<file path="config.mk">
export PLATFORM = sky130hd
export DESIGN_NAME = sgw_walker
export DESIGN_NICKNAME = d
export VERILOG_FILES = /design/src/rtl/sgw_pkg.sv /design/src/rtl/sgw_fetch.sv /design/src/rtl/sgw_ctrl.sv /design/src/rtl/sgw_walker.sv
export SDC_FILE = /design/constraint.sdc
export NUM_CORES = 1
export LEC_CHECK = 0
export BUFFER_PORTS_ARGS = -buffer_cell sky130_fd_sc_hd__buf_2
export CAP_MARGIN = 25
export CORE_MARGIN = 4
export CORE_UTILIZATION = 40
export DETAILED_ROUTE_END_ITERATION = 8
export SYNTH_ARGS = -nofsm -noshare
export SYNTH_HDL_FRONTEND = slang
export SYNTH_SLANG_ARGS = --single-unit
</file>
<file path="constraint.sdc">
create_clock -name clk -period 4.8 [get_ports clk]
set_clock_uncertainty 0.05 [all_clocks]
set_input_delay 0.72 -clock clk [delete_from_list [all_inputs] [get_ports clk]]
set_output_delay 0.72 -clock clk [all_outputs]
set_load 0.02 [all_outputs]
</file>
<file path="src/rtl/sgw_pkg.sv">
package sgw_pkg;

    localparam int unsigned ADDR_W    = 32;
    localparam int unsigned LEN_W     = 16;
    localparam int unsigned REC_BYTES = 8;
    localparam int unsigned IDX_W     = $clog2(REC_BYTES);
    localparam int unsigned LEN_LO    = 2;             // first count byte
    localparam int unsigned ADDR_LO   = LEN_LO + LEN_W / 8;  // first address byte

    // flag bit positions inside record byte 0
    localparam int unsigned FB_USE  = 0;
    localparam int unsigned FB_LAST = 1;
    localparam int unsigned FB_MOVE = 5;

    typedef enum logic [1:0] {
        W_IDLE,
        W_FETCH,
        W_ISSUE
    } walk_state_e;

    typedef struct packed {
        logic [ADDR_W-1:0] buf_addr;
        logic [LEN_W-1:0]  len;
        logic              fl_move;
        logic              fl_last;
        logic              fl_use;
    } rec_t;

    typedef struct packed {
        logic ok;
        logic last;
    } verdict_t;

    function automatic verdict_t judge(input rec_t r);
        verdict_t v;
        v.ok   = r.fl_use && r.fl_move && (r.len[1:0] == 2'b00);
        v.last = r.fl_last;
        return v;
    endfunction

endpackage

</file>
<file path="src/rtl/sgw_fetch.sv">
module sgw_fetch
    import sgw_pkg::*;
(
    input  logic              clk,
    input  logic              rst,
    input  logic              en,
    input  logic [ADDR_W-1:0] base,
    output logic              rd_req,
    output logic [ADDR_W-1:0] rd_addr,
    input  logic              rd_valid,
    input  logic [7:0]        rd_data,
    output logic              rec_vld,
    output rec_t              rec
);

    logic [IDX_W-1:0] idx;
    logic             take;
    logic [2:0]       flag_q;
    logic [7:0]       lane [LEN_LO:REC_BYTES-1];

    assign rd_req  = en && !rec_vld;
    assign rd_addr = base + ADDR_W'(idx);
    assign take    = rd_req && rd_valid;

    always_ff @(posedge clk) begin
        if (rst || !en) begin
            idx     <= '0;
            rec_vld <= 1'b0;
        end else begin
            rec_vld <= 1'b0;
            if (take) begin
                if (idx == IDX_W'(REC_BYTES - 1)) begin
                    idx     <= '0;
                    rec_vld <= 1'b1;
                end else begin
                    idx <= idx + 1'b1;
                end
            end
        end
    end

    always_ff @(posedge clk) begin
        if (rst) begin
            flag_q <= '0;
        end else if (take && idx == '0) begin
            flag_q <= {rd_data[FB_MOVE], rd_data[FB_LAST], rd_data[FB_USE]};
        end
    end

    for (genvar g = LEN_LO; g < REC_BYTES; g++) begin : g_lane
        always_ff @(posedge clk) begin
            if (rst) begin
                lane[g] <= '0;
            end else if (take && idx == IDX_W'(g)) begin
                lane[g] <= rd_data;
            end
        end
    end

    always_comb begin
        rec.fl_use  = flag_q[0];
        rec.fl_last = flag_q[1];
        rec.fl_move = flag_q[2];
        for (int b = 0; b < LEN_W / 8; b++) begin
            rec.len[b*8 +: 8] = lane[LEN_LO + b];
        end
        for (int b = 0; b < ADDR_W / 8; b++) begin
            rec.buf_addr[b*8 +: 8] = lane[ADDR_LO + b];
        end
    end


    addr_hold_chk: assert property (@(posedge clk) disable iff (rst)
        (rd_req && !rd_valid) |=> (rd_req && $stable(rd_addr)));


    rec_pulse_chk: assert property (@(posedge clk) disable iff (rst)
        rec_vld |=> !rec_vld);

endmodule

</file>
<file path="src/rtl/sgw_ctrl.sv">
module sgw_ctrl
    import sgw_pkg::*;
(
    input  logic              clk,
    input  logic              rst,
    input  logic              start,
    input  logic [ADDR_W-1:0] list_addr,
    input  logic              rec_vld,
    input  rec_t              rec,
    input  logic              xfer_done,
    output logic              fetch_en,
    output logic [ADDR_W-1:0] cur_addr,
    output logic              xfer_req,
    output logic [ADDR_W-1:0] xfer_addr,
    output logic [LEN_W-1:0]  xfer_len,
    output logic              walk_done,
    output logic              walk_err,
    output logic              busy
);

    walk_state_e st;
    logic        last_q;
    verdict_t    v;

    assign v        = judge(rec);
    assign fetch_en = (st == W_FETCH);
    assign xfer_req = (st == W_ISSUE);
    assign busy     = (st != W_IDLE);

    always_ff @(posedge clk) begin
        if (rst) begin
            st        <= W_IDLE;
            cur_addr  <= '0;
            xfer_addr <= '0;
            xfer_len  <= '0;
            last_q    <= 1'b0;
            walk_done <= 1'b0;
            walk_err  <= 1'b0;
        end else begin
            walk_done <= 1'b0;
            unique case (st)
                W_IDLE: begin
                    if (start) begin
                        cur_addr <= list_addr;
                        walk_err <= 1'b0;
                        st       <= W_FETCH;
                    end
                end
                W_FETCH: begin
                    if (rec_vld) begin
                        if (v.ok) begin
                            xfer_addr <= rec.buf_addr;
                            xfer_len  <= rec.len;
                            last_q    <= v.last;
                            st        <= W_ISSUE;
                        end else begin
                            walk_err  <= 1'b1;
                            walk_done <= 1'b1;
                            st        <= W_IDLE;
                        end
                    end
                end
                W_ISSUE: begin
                    if (xfer_done) begin
                        if (last_q) begin
                            walk_done <= 1'b1;
                            st        <= W_IDLE;
                        end else begin
                            cur_addr <= cur_addr + ADDR_W'(REC_BYTES);
                            st       <= W_FETCH;
                        end
                    end
                end
                default: st <= W_IDLE;
            endcase
        end
    end


    xfer_hold_chk: assert property (@(posedge clk) disable iff (rst)
        (xfer_req && !xfer_done) |=>
            (xfer_req && $stable(xfer_addr) && $stable(xfer_len)));


    done_pulse_chk: assert property (@(posedge clk) disable iff (rst)
        walk_done |=> !walk_done);


    done_idle_chk: assert property (@(posedge clk) disable iff (rst)
        walk_done |-> !busy);


    no_err_xfer_chk: assert property (@(posedge clk) disable iff (rst)
        xfer_req |-> !walk_err);


    aligned_len_chk: assert property (@(posedge clk) disable iff (rst)
        xfer_req |-> (xfer_len[1:0] == 2'b00));

endmodule

</file>
<file path="src/rtl/sgw_walker.sv">
module sgw_walker
    import sgw_pkg::*;
(
    input  logic              clk,
    input  logic              rst,
    input  logic              start,
    input  logic [ADDR_W-1:0] list_addr,
    output logic              rd_req,
    output logic [ADDR_W-1:0] rd_addr,
    input  logic              rd_valid,
    input  logic [7:0]        rd_data,
    output logic              xfer_req,
    output logic [ADDR_W-1:0] xfer_addr,
    output logic [LEN_W-1:0]  xfer_len,
    input  logic              xfer_done,
    output logic              walk_done,
    output logic              walk_err,
    output logic              busy
);

    logic              fetch_en;
    logic [ADDR_W-1:0] cur_addr;
    logic              rec_vld;
    rec_t              rec;

    sgw_fetch u_fetch (
        .clk      (clk),
        .rst      (rst),
        .en       (fetch_en),
        .base     (cur_addr),
        .rd_req   (rd_req),
        .rd_addr  (rd_addr),
        .rd_valid (rd_valid),
        .rd_data  (rd_data),
        .rec_vld  (rec_vld),
        .rec      (rec)
    );

    sgw_ctrl u_ctrl (
        .clk       (clk),
        .rst       (rst),
        .start     (start),
        .list_addr (list_addr),
        .rec_vld   (rec_vld),
        .rec       (rec),
        .xfer_done (xfer_done),
        .fetch_en  (fetch_en),
        .cur_addr  (cur_addr),
        .xfer_req  (xfer_req),
        .xfer_addr (xfer_addr),
        .xfer_len  (xfer_len),
        .walk_done (walk_done),
        .walk_err  (walk_err),
        .busy      (busy)
    );


    start_busy_chk: assert property (@(posedge clk) disable iff (rst)
        (busy && !walk_done && start && !xfer_req && !rd_req) |=> busy);

endmodule

</file>
==> out/metrics.yaml, run 1 <==
ys_ff_latch: 140
async_flop_share: 0
p_per_area_nw_per_um2: 356
cp_cell_sequence: "nand3_1, nor4_1, nand3_1, nor3_1, xnor2_1, buf_2"
core_area_um2: 16500
post_cts_resized: 0
drt_iter0_drc: 364
slew_violations: 0
rsz0062_at_grt: "no"
finalNetCount: 921
cts_tree: "done"
fmax_ghz: 0.291
fp.dieW_um: 138
grt_pass1_wl_um: 26900
vdd_drop_max_v: 0.000243
syn-mean-instance-area_um2: 8.88
crit_slowest_cell: "nor4_1"
synth_edf_count: 48
drv_cap: 0
critPathMaxStageDelay_ns: 0.58
cp_data_arrival_time_ns: 2.67
grt_max_degree: 47
slew_headroom: 0.292
leakagePower_nw: 3.38
wl_per_cell_um: 15.6
synth_ff_type: "dfxtp_1"
path_class: "flip-flop to output port"
clk_path_buf_depth: 2
area_delta_synth_final_pct: 21.1
cpMostUsedCell: "nand3_1"
hold_path.class: "flip-flop to flip-flop"
fp.dieArea_um2: 18900
io_pins: 130
vias_per_cell: 5.22
grt_pass1_vias: 5049
yosysWarnings: 0
stdcell_area_um2: 8130
syn_nets: 817
finalHoldViolCount: 0
vias: 5711
placed_cell_area_um2: 7520
synthCells: 756
drt_first_pass_iters: 7
min_period_ns: 3.44
place_congestion: 0.873
setup_viol: 0
clk_pin_slew_ns: 0.06
insertion_delay_ns: 0.41
cts_made_buffers: 17
antenna_found_initial: 0
critPathMaxFanout: 7
cts_sinks: 140
final.setup.tns_ns: 0
worst_slew_pin_slew_ns: 1.06
drc_errors: 0
syn_area_um2: 6710
status: "finished clean"
synth_cell_types: 53
crit_required_ns: 4.03
critPathLaunchType: "flip-flop"
grt_overflow_total: 0
antenna_left: 0
clockRootBuffer: "clkbuf_16"
portBuffers: 129
grt_util_all_layers: 0.182
die_h_um: 138
period_share: 0.716
ctsHoldBuffers: 0
p_total_mw: 2.89
dp_hpwl_um: 11800
htreeDepth: 4
wirelength_um: 17100
yosysSeqAreaShare: 0.489
rows: 47
cts_setup_buffers: 0
drive_above_1_share: 0.204
endpoint_kind: "output port"
initial_core_util: 0.406
[critical path, delay by kind of cell (launching register included)]
family | cells | cell delay (ns)
DFF | 1 | 0.45
xor gates and xnor gates | 1 | 0.14
and+or+nand+nor | 4 | 1.49
buffers and inverters | 1 | 0.18
[per-layer routing]
layer	track usage	up-vias	routed length, µm	share of wire
li1	-	2866	-	-
met3	0.0446	16	1130	0.066
met2	0.264	188	7600	0.45
met5	0	-	0	0
met4	0.0582	0	188	0.011
met1	0.266	2641	8130	0.48
[per-stage QoR]
| step | cells | utilization | hold WS, ns | setup WS, ns |
|---|---|---|---|---|
| 6_report | 1094 | 0.492 | 0.399 | 1.36 |
| 5_1_grt | 1093 | 0.492 | 0.416 | 1.15 |
| 4_1_cts | 1092 | 0.491 | 0.403 | 1.35 |
| 3_5_place_dp | 1060 | 0.455 | 0.394 | 1.81 |
| 3_3_place_gp | 1059 | 0.453 | 0.389 | 1.91 |
| 2_1_floorplan | 756 | - | 0.381 | 1.92 |
[sequential cells by signal, indices dropped and copies added (netlist names), 2 cells and up]
signal           cells
u_ctrl.xfer_len      7
u_ctrl.cur_addr     32
u_fetch.idx          3
u_fetch.flag_q       3
xfer_len             9
u_fetch.lane        48
u_ctrl.st            2
xfer_addr           32
[worst paths after layout]
| check | from | depth (start not counted) | slack, ns | to |
|---|---|---|---|---|
| max | u_ctrl.cur_addr[3] | 6 | 1.36 | rd_addr[30] |
| min | xfer_addr[11] | 2 | 0.40 | xfer_addr[11] |
| max reg2reg | u_ctrl.st[0] | 6 | 1.93 | u_ctrl.cur_addr[31] |
| min reg2reg | xfer_addr[11] | 2 | 0.40 | xfer_addr[11] |
[cells in the mapped netlist (all sizes together) (16+ instances only)]
cell type,instances,area share
o21ai,16,0.012
nand3,18,0.013
clkbuf,44,0.025
and3,29,0.027
xor2,19,0.025
nand2,131,0.073
nor2,46,0.026
a21oi,79,0.059
and2,35,0.033
dfxtp,92,0.27
edfxtp,48,0.21
nor3,21,0.016
[logic make-up (layout without fill, tap and decap cells)]
family | Yosys count | after routing | share of synthesized area
simple gates | 342 | 342 | 0.252
compound gates | 151 | 151 | 0.136
flops | 140 | 140 | 0.489
buf+inv | 68 | 185 | 0.0391
xor+xnor | 30 | 30 | 0.0391
fa+ha+maj | 16 | 16 | 0.0309
mux | 9 | 9 | 0.0134
other cells | 0 | 1 | 0
[layout by cell type, fill, tap and decap left out, types with 3 or more instances in the layout]
cell and count:
xnor2_1 11, a211oi_1 4, nor2b_1 10, or4_1 6, o21ai_0 16, mux2i_1 9, buf_2 129, edfxtp_1 48
dfxtp_1 92, nor3_1 21, ha_1 15, a22oi_1 4, nand4_1 9, a21o_1 8, a31oi_1 9, clkinv_2 3
o211ai_1 5, o41ai_1 3, nand2b_1 9, nor3b_1 7, and3_1 29, nand2_1 131, o32ai_1 5, xor2_1 19
or3_1 4, a21oi_1 78, or2_2 4, clkbuf_16 17, clkinv_4 3, buf_4 7, and2_1 35, nand3_1 18
nor2_1 45, nor4_1 6, inv_1 15, inv_6 4
[where the power goes]
| part | leakage (nW) | switching [mW] | internal, mW | total (mW) |
|---|---|---|---|---|
| Sequential | 1.24 | 0.0451 | 1.26 | 1.31 |
| Clock | 0.296 | 0.513 | 0.799 | 1.31 |
| Combinational | 1.84 | 0.170 | 0.0996 | 0.270 |
[layout make-up]
type	count	area, µm²
Clock buffer	20	457
Timing Repair Buffer	138	741
Fill cell	1616	8400
Antenna cell	1	2.50
Sequential cell	140	3280
Clock inverter	12	136
Tap cell	220	275
Multi-Input combinational cell	548	3180
Inverter	15	56.3
(Power assumes the default switching activity.)
==> run 2, diff against run 1 <==
- clock period: 4.8 -> 3 ns (I/O delays scaled with it)
==> out/metrics.yaml, run 2 (same netlist as run 1, synthesis figures left out) <==
final_cell_mix: "131 x nand2_1, 129 x buf_2, 87 x dfxtp_1"
min_period_ns: 2.90
fin_util: 0.499  # +0.00734
vias: 5791  # +1.4%
cts_made_buffers: 17  # unchanged
drt_first_pass_iters: 5  # -2
status: "finished clean"
setup_ws_ns: 0.0969  # -1.26 ns
drive_above_1_share: 0.230  # +0.0258
vdd_drop_max_v: 0.000421  # +73%
wl_per_cell_um: 16.1  # +3.1%
rsz0062_at_grt: "no"
insertion_delay_ns: 0.42  # about the same
place_congestion: 0.889  # +1.8%
grt_util_all_layers: 0.191  # +0.00929
area_delta_synth_final_pct: 22.9
clockRootBuffer: "clkbuf_16"
drv_cap: 0  # unchanged
htreeDepth: 4  # unchanged
cp_data_arrival_time_ns: 2.40  # -0.27 ns
slew_violations: 0  # unchanged
initial_core_util: 0.406  # unchanged
placedCellCount: 1074  # +1.3%
setup_viol: 0  # unchanged
worst_slew_pin_slew_ns: 0.566  # -0.492 ns
cts_sinks: 140  # unchanged
fillers: 1600  # -0.99%
layout_commonest_cell: "nand2_1"
die_h_um: 138  # unchanged
p_comb_frac: 0.099  # +0.006
clk_path_buf_depth: 2  # unchanged
portBuffers: 129  # unchanged
grt_max_degree: 48  # +2.1%
hold_ws_ns: 0.250  # -0.150 ns
rows: 47  # unchanged
reg_top3: "u_fetch.lane: 48 flops, u_ctrl.cur_addr: 32 flops, xfer_addr: 32 flops"
grt_pass1_vias: 5432  # +7.6%
vias_per_cell: 5.23  # +0.12%
fmax_ghz: 0.344
slew_headroom: 0.622  # +0.330
wirelength_um: 17800  # +4.4%
fp.dieArea_um2: 18900  # unchanged
io_pins: 130  # unchanged
critPathLaunchType: "flip-flop"
endpoint_kind: "output port"
regMostFlops: "u_fetch.lane"
finalHoldViolCount: 0  # unchanged
antenna_left: 0  # unchanged
regArea_um2: 3290  # +0.19%
largest_reg_flops: 48  # unchanged
p_per_area_nw_per_um2: 554  # +56%
path_class: "flip-flop to output port"
grt_pass1_wl_um: 28200  # +4.8%
drc_errors: 0  # unchanged
fin_cells: 1108  # +1.3%
clk_pin_slew_ns: 0.06  # about the same
finalNetCount: 936  # +1.6%
core_area_um2: 16500  # unchanged
multi_input_area_um2: 3220  # +1.2%
final.setup.tns_ns: 0  # unchanged
p_int_mw: 3.39  # +57%
crit_required_ns: 2.50  # -1.53 ns
drt_iter0_drc: 334  # -8.2%
switching_share: 0.259  # +0.00703
fp.dieW_um: 138  # unchanged
reg2reg_from: "u_ctrl.st[0]"
leakagePower_nw: 3.44  # +1.9%
hold_path.class: "primary input to flip-flop"
net-switching-power_mw: 1.18  # +63%
period_share: 0.968
cp-startpoint: "u_fetch.idx[2]"
place_ws_ns: 0.356  # -1.46 ns
antenna_found_initial: 0  # unchanged
worstHoldStart: "list_addr[29]"
cts_tree: "done"
clock_power_share: 0.442  # -0.012
grt_overflow_total: 0  # unchanged
diodes: 0  # -1
critPathMaxFanout: 12  # +5
power_frac_seq: 0.459  # +0.006
dp_hpwl_um: 12400  # +5.6%
run 2: cell count changes in the layout (fill, tap and decap cells not counted), sizes merged:
cell	before	now
bufinv	2	0
clkinv	6	5
clkbuf	20	23
diode	1	0
buf	138	153
run 2: path summary, 6_finish.rpt:
| kind | endpoint | slack, ns | cells past startpoint |
|---|---|---|---|
| min | u_ctrl.cur_addr[29] | 0.25 | 3 |
| max reg2reg | u_ctrl.cur_addr[28] | 0.60 | 7 |
| max | rd_addr[31] | 0.1 | 7 |
| min reg2reg | xfer_len[11] | 0.40 | 2 |
run 2: power by group through the flow:
| stage | clock (mW) | combinational (mW) | sequential (mW) |
|---|---|---|---|
| after floorplan | 0 | 0.313 | 2.10 |
| after global placement | 0 | 0.453 | 2.13 |
| after detailed placement | 0 | 0.451 | 2.13 |
| after CTS | 2.06 | 0.454 | 2.09 |
| after global routing | 2.15 | 0.500 | 2.11 |
| final | 2.02 | 0.454 | 2.10 |
run 2: layout make-up:
| cell class | instances | share of cell area |
|---|---|---|
| clock buffer | 23 | 0.0607 |
| clock inverter | 9 | 0.00895 |
| inverter | 15 | 0.00682 |
| multi-input combinational | 548 | 0.390 |
| sequential | 140 | 0.399 |
| tap | 220 | 0.0334 |
| timing repair buffer | 153 | 0.102 |
run 2: timing repair:
action / 4_1_cts / 5_1_grt
setup endpoints to repair: 9 / 15
resized for setup: 3 / 10
hold endpoints to repair: 0 / 0
buffers inserted: 0 / 2
hold buffers: 0 / 0
run 2: worst max-delay path, cell delays in order (launching register included):
cell and delay [ns]:
dfxtp_1 0.42, ha_1 0.38, a21oi_1 0.08, buf_4 0.19, nand4b_1 0.30, nor2_1 0.19, xor2_1 0.21, buf_2 0.20
run 2: routing by layer:
metal	wire [µm]	vias to the layer above	global-route usage
met2	8060	174	0.296
met5	0	-	0
met1	8620	2713	0.271
met4	191	0	0.0532
li1	-	2890	-
met3	928	14	0.0398
run 2: metrics by stage:
stage	instance area (µm²)	power, mW
after floorplan	6710	2.42
after global placement	7620	2.59
after detailed placement	7620	2.59
after CTS	8210	4.61
after global routing	8250	4.75
final	8250	4.57
